`config.mk`:
```
export PLATFORM = sky130hd
export DESIGN_NAME = interleaved_refill
export DESIGN_NICKNAME = d
export VERILOG_FILES = /design/src/rtl/refill_pkg.sv /design/src/rtl/refill_bank.sv /design/src/rtl/refill_seq.sv /design/src/rtl/refill_return.sv /design/src/rtl/interleaved_refill.sv
export SDC_FILE = /design/constraint.sdc
export NUM_CORES = 1
export LEC_CHECK = 0
export BUFFER_PORTS_ARGS = -buffer_cell sky130_fd_sc_hd__buf_2
export CAP_MARGIN = 5
export CORE_ASPECT_RATIO = 1.75
export CORE_UTILIZATION = 35
export DETAILED_ROUTE_END_ITERATION = 8
export PLACE_DENSITY = 0.53
export SYNTH_ARGS = -nofsm -noshare
export SYNTH_HDL_FRONTEND = slang
export SYNTH_HIERARCHICAL = 1
export SYNTH_SLANG_ARGS = --single-unit
```
`constraint.sdc`:
```
create_clock -name clk -period 6.2 [get_ports clk]
set_clock_uncertainty 0.2 [all_clocks]
set_input_delay 1.24 -clock clk [delete_from_list [all_inputs] [get_ports clk]]
set_output_delay 1.24 -clock clk [all_outputs]
set_load 0.02 [all_outputs]
```
`src/rtl/refill_pkg.sv`:
```
package refill_pkg;

  typedef enum logic [1:0] {
    ST_IDLE   = 2'd0,
    ST_ADDR   = 2'd1,
    ST_ACCESS = 2'd2,
    ST_XFER   = 2'd3
  } refill_state_e;

  // Content stored in the modelled arrays at a given word address.
  function automatic logic [31:0] fill_pattern(input logic [31:0] waddr);
    return (waddr * 32'h9E37_79B1) ^ 32'hA5A5_0F0F;
  endfunction

endpackage

```
`src/rtl/refill_bank.sv`:
```
module refill_bank
  import refill_pkg::*;
#(
  parameter int ADDR_W  = 16,
  parameter int DATA_W  = 32,
  parameter int LAT_CYC = 15,
  parameter int BANKS   = 4,
  parameter int BANK_ID = 0
) (
  input  logic              clk,
  input  logic              rst_n,
  input  logic              start,
  input  logic [ADDR_W-1:0] blk_addr,
  output logic              fill_now,
  output logic [DATA_W-1:0] rd_data
);

  localparam int CNT_W = $clog2(LAT_CYC + 1);
  localparam logic [ADDR_W-1:0] OFF_MASK = ADDR_W'(BANKS - 1);
  localparam logic [ADDR_W-1:0] MY_OFF   = ADDR_W'(BANK_ID);

  logic              busy_q;
  logic [CNT_W-1:0]  cnt_q;
  logic [ADDR_W-1:0] waddr_q;

  // The bank is in the final cycle of its array access.
  assign fill_now = busy_q && (cnt_q == '0);

  always_ff @(posedge clk or negedge rst_n) begin
    if (!rst_n) begin
      busy_q  <= 1'b0;
      cnt_q   <= '0;
      waddr_q <= '0;
      rd_data <= '0;
    end else if (start) begin
      busy_q  <= 1'b1;
      cnt_q   <= CNT_W'(LAT_CYC - 1);
      waddr_q <= (blk_addr & ~OFF_MASK) | MY_OFF;
    end else if (busy_q) begin
      if (cnt_q == '0) begin
        busy_q  <= 1'b0;
        rd_data <= DATA_W'(fill_pattern(32'(waddr_q)));
      end else begin
        cnt_q <= cnt_q - 1'b1;
      end
    end
  end

endmodule

```
`src/rtl/refill_seq.sv`:
```
module refill_seq
  import refill_pkg::*;
#(
  parameter int ADDR_W = 16,
  parameter int WORDS  = 4,
  parameter int IDX_W  = $clog2(WORDS)
) (
  input  logic              clk,
  input  logic              rst_n,
  input  logic              req_valid,
  input  logic [ADDR_W-1:0] req_addr,
  input  logic              all_fill,
  output logic              req_ready,
  output logic              bank_start,
  output logic [ADDR_W-1:0] blk_addr,
  output logic              xfer,
  output logic [IDX_W-1:0]  idx
);

  localparam logic [IDX_W-1:0] LAST_IDX = IDX_W'(WORDS - 1);

  refill_state_e     state_q;
  logic [IDX_W-1:0]  idx_q;
  logic [ADDR_W-1:0] addr_q;

  assign req_ready  = (state_q == ST_IDLE);
  assign bank_start = (state_q == ST_ADDR);
  assign xfer       = (state_q == ST_XFER);
  assign idx        = idx_q;
  assign blk_addr   = addr_q;

  always_ff @(posedge clk or negedge rst_n) begin
    if (!rst_n) begin
      state_q <= ST_IDLE;
      idx_q   <= '0;
      addr_q  <= '0;
    end else begin
      case (state_q)
        ST_IDLE: begin
          if (req_valid) begin
            state_q <= ST_ADDR;
            addr_q  <= req_addr;
          end
        end
        ST_ADDR: begin
          state_q <= ST_ACCESS;
        end
        ST_ACCESS: begin
          if (all_fill) begin
            state_q <= ST_XFER;
            idx_q   <= '0;
          end
        end
        ST_XFER: begin
          if (idx_q == LAST_IDX) begin
            state_q <= ST_IDLE;
            idx_q   <= '0;
          end else begin
            idx_q <= idx_q + 1'b1;
          end
        end
        default: state_q <= ST_IDLE;
      endcase
    end
  end

endmodule

```
`src/rtl/refill_return.sv`:
```
module refill_return #(
  parameter int DATA_W = 32,
  parameter int WORDS  = 4,
  parameter int IDX_W  = $clog2(WORDS)
) (
  input  logic [WORDS-1:0][DATA_W-1:0] bank_data,
  input  logic                         xfer,
  input  logic [IDX_W-1:0]             idx,
  output logic                         word_valid,
  output logic [IDX_W-1:0]             word_index,
  output logic [DATA_W-1:0]            word_data,
  output logic                         done
);

  localparam logic [IDX_W-1:0] LAST_IDX = IDX_W'(WORDS - 1);

  always_comb begin
    word_valid = xfer;
    word_index = xfer ? idx : '0;
    word_data  = xfer ? bank_data[idx] : '0;
    done       = xfer && (idx == LAST_IDX);
  end

endmodule

```
`src/rtl/interleaved_refill.sv`:
```
module interleaved_refill
  import refill_pkg::*;
#(
  parameter int ADDR_W  = 16,
  parameter int DATA_W  = 32,
  parameter int WORDS   = 4,
  parameter int LAT_CYC = 15
) (
  input  logic                     clk,
  input  logic                     rst_n,
  input  logic                     req_valid,
  output logic                     req_ready,
  input  logic [ADDR_W-1:0]        req_addr,
  output logic                     word_valid,
  output logic [$clog2(WORDS)-1:0] word_index,
  output logic [DATA_W-1:0]        word_data,
  output logic                     done
);

  localparam int IDX_W = $clog2(WORDS);

  logic                         bank_start;
  logic [ADDR_W-1:0]            blk_addr;
  logic                         xfer;
  logic [IDX_W-1:0]             idx;
  logic [WORDS-1:0]             fill_vec;
  logic [WORDS-1:0][DATA_W-1:0] bank_data;
  logic                         all_fill;

  assign all_fill = &fill_vec;

  refill_seq #(
    .ADDR_W(ADDR_W),
    .WORDS (WORDS),
    .IDX_W (IDX_W)
  ) u_seq (
    .clk       (clk),
    .rst_n     (rst_n),
    .req_valid (req_valid),
    .req_addr  (req_addr),
    .all_fill  (all_fill),
    .req_ready (req_ready),
    .bank_start(bank_start),
    .blk_addr  (blk_addr),
    .xfer      (xfer),
    .idx       (idx)
  );

  for (genvar b = 0; b < WORDS; b++) begin : g_bank
    refill_bank #(
      .ADDR_W (ADDR_W),
      .DATA_W (DATA_W),
      .LAT_CYC(LAT_CYC),
      .BANKS  (WORDS),
      .BANK_ID(b)
    ) u_bank (
      .clk     (clk),
      .rst_n   (rst_n),
      .start   (bank_start),
      .blk_addr(blk_addr),
      .fill_now(fill_vec[b]),
      .rd_data (bank_data[b])
    );
  end

  refill_return #(
    .DATA_W(DATA_W),
    .WORDS (WORDS),
    .IDX_W (IDX_W)
  ) u_ret (
    .bank_data (bank_data),
    .xfer      (xfer),
    .idx       (idx),
    .word_valid(word_valid),
    .word_index(word_index),
    .word_data (word_data),
    .done      (done)
  );

endmodule

```
==> results <==
- The flow ran to the end, and the final reports show no timing, DRC or antenna violations.
- The pin count of the biggest net entering global routing is 102.
- STA classifies the critical path endpoint as a register.
- During placement, the flow inserted port buffers numbering 53.
- At the pin with the least slew margin, the transition time is 1070 ps.
- The congestion estimate from routability-driven global placement came to 0.941.
- The count of final max-slew check failures was 0.
- The wire length of the first global-routing pass is 142000 um.
- The largest incremental delay on the critical path is 630 ps.
- The core outline area is 88100 um2.
- The CTS tree is yes.
- The average wire length per cell after detail routing is 20.8 um.
- Data on the critical path arrives at its endpoint at 6300 ps.
- The post-route non-filler standard cell count is 4383.
- Averaged over all synthesized cells, the footprint is 10.1 um2.
- The net count of the mapped netlist is 4004.
- The initial antenna violation count is 1.
- Together, buffers and inverters on the worst path number 5.
- In the final layout, the multi-input gates occupy 22500 um2.
- Setup repair after global routing could not meet its margin everywhere.
- The worst hold path belongs to the class register to register.
- The biggest fanout along the worst timing path is 5.
- In this run the clock root is driven by a clkbuf_16.
- The worst setup timing slack at the placement stage is 43.9 ps.
- The count of endpoints failing hold in the final timing report came to 0.
- The wire length after detailed routing is 91300 um.
- In this run the vertical extent of the chip is 397 um.
- The area enclosed by the die boundary is 90300 um2.
- Clock latency on the worst-skew pair, taken at its later pin, is 580 ps.
- The standard-cell row count is 144.
- The horizontal die dimension is 228 um.
- The cell with the most instances on the worst path is fa_1.
- The via count of the first global-routing pass is 23900.
- The kind of start point of the critical path is a register.
- The clock net in this run drives a total of 223 sinks.
- For this run, the detailed router's first-pass iteration total came to 5.
- After filler insertion, the fill cell instance count of the layout stands at 8850.
- The final-stage net count is 4124.
- The family with the most delay on the worst path is adder cells.
- After clock tree synthesis, the clock-pin slew on the worst setup and hold paths is 70 ps.
- In this run the cell area of the synthesized design comes to 31200 um2.
- Static timing analysis puts the maximum clock frequency at 167 MHz.
- CTS built an H-tree with a depth of 1.
- The I/O pin count is 56.
- Using the TritonRoute via totals, the vias-per-cell ratio works out to 4.85.
- The total routing usage reported by global routing is 21.5%.
- The headroom to the max-slew limit is 29.0%.
- The DRC marker count from the first detailed-route iteration is 863.
- Of the available clock period, the critical path in the final layout requires 96.6%.
- The tool flagged a number of max-cap violations equal to 0.
- The Yosys warning count is 6.
- The final critical delay including setup and external delays is 5990 ps.
- Counting along the longest clock path gives a buffer depth of 3.
- For this design, the slowest cell found on the critical path is fa_2.
- The worst path meets setup with 211 ps of slack.
- Summed over all nets, the half-perimeter wirelength after detailed placement is 79100 um.
- The required time at the endpoint of the critical path is 6510 ps.
- The signal on the critical path passes through fa_2, inv_1, fa_1, fa_1, inv_1, fa_1, fa_1, inv_1, fa_1, inv_1, ha_1, a211o_1, a211oi_2, o21ba_2, a21oi_4, buf_4, a2111o_1, nand3_1.
- Setup total negative slack on the finished layout was measured at 0 ps.
- The initial cell density of the core is 35.4%.
- Once detail routing completed, the nets flagged for antenna violations numbered 0.
- The final route contains 21200 vias.
- The kind of critical path is register to register.
- Counting every instance in the synthesized netlist gives 3077.
- The cell total after placement is 4335.
- The residual overflow from global routing is 0.
- Setup violations remaining at the end of the flow were counted as 0.
- In this run, CTS created clock tree buffers numbering 24.
- The synthesis-to-layout area growth is 10.1%.
- The register cell area after layout is 5590 um2.
- The count of unresolved DRC violations after routing is 0.
- Of the cells placed in the final design, the portion with a size suffix greater than 1 is 9.77%.
-- timing repair --
action	4_1_cts	5_1_grt
gates resized for setup	1	30
hold buffers	0	0
pin swaps	0	8
setup endpoints to repair	1	23
buffers inserted	0	4
-- through the flow --
stage | area (um2) | hold slack (ps) | util (%)
global placement | 33300 | 248 | 37.8
global route | 34300 | 301 | 38.9
floorplan | 31200 | 234 | -
finish | 34300 | 270 | 38.9
detailed placement | 33300 | 253 | 37.8
CTS | 34200 | 273 | 38.8
-- layer usage --
layer / global-route usage, % / routed length [um] / vias up
met5: 0 / 13 / -
met4: 14.3 / 7400 / 2
met3: 1.44 / 2150 / 214
met2: 41.8 / 51200 / 343
met1: 21.3 / 30600 / 10800
li1: - / - / 9928
-- registers in the layout, summed over array words and instances, names as in the netlist --
register,count
u_seq/blk_addr,14
g_bank.u_bank/waddr_q,59
u_seq/idx,2
g_bank.u_bank/rd_data,126
u_seq/state_q,2
g_bank.u_bank/busy_q,4
g_bank.u_bank/cnt_q,16
-- worst reg2reg max path, cell delays in order (launching register included) --
cell and delay, ps:
dfrtp_2 470, fa_2 630, inv_1 100, fa_1 480, fa_1 520, inv_1 50
fa_1 480, fa_1 550, inv_1 60, fa_1 530, inv_1 40, ha_1 360
a211o_1 320, a211oi_2 150, o21ba_2 270, a21oi_4 120, buf_4 170, a2111o_1 360
nand3_1 80
-- layout by cell type, fill, tap and decap left out, types with 70 or more instances in the layout --
master / count
a21oi_1: 75
buf_4: 103
dfrtp_1: 214
fa_1: 492
ha_1: 406
inv_1: 748
mux2i_1: 70
nand2_1: 231
o21ai_0: 151
xnor2_1: 113
-- path summary, 6_finish.rpt --
check	from	to	slack (ps)	cells past startpoint
worst max-delay path	g_bank[1].u_bank/waddr_q[5]	g_bank[1].u_bank/rd_data[30]	210	18
worst min-delay path	g_bank[1].u_bank/rd_data[1]	g_bank[1].u_bank/rd_data[1]	270	1
worst max register to register	g_bank[1].u_bank/waddr_q[5]	g_bank[1].u_bank/rd_data[30]	210	18
worst min register to register	g_bank[1].u_bank/rd_data[1]	g_bank[1].u_bank/rd_data[1]	270	1
max in group asynchronous	rst_n	g_bank[2].u_bank/rd_data[13]	4200	2
min in group asynchronous	rst_n	g_bank[0].u_bank/cnt_q[3]	440	1
-- area by class of cell --
cell class                      count  share of cell area [%]
Antenna cell                        1                 0.00729
Inverter                          749                    8.19
Tap cell                         1168                    4.26
Clock buffer                       28                    1.89
Timing Repair Buffer              157                    3.11
Clock inverter                     15                   0.602
Multi-Input combinational cell   2042                    65.6
Sequential cell                   223                    16.3
Power is left out: the tool's default activity adds up to more than one toggle a clock period on the data nets, which glitch-free logic cannot reach.
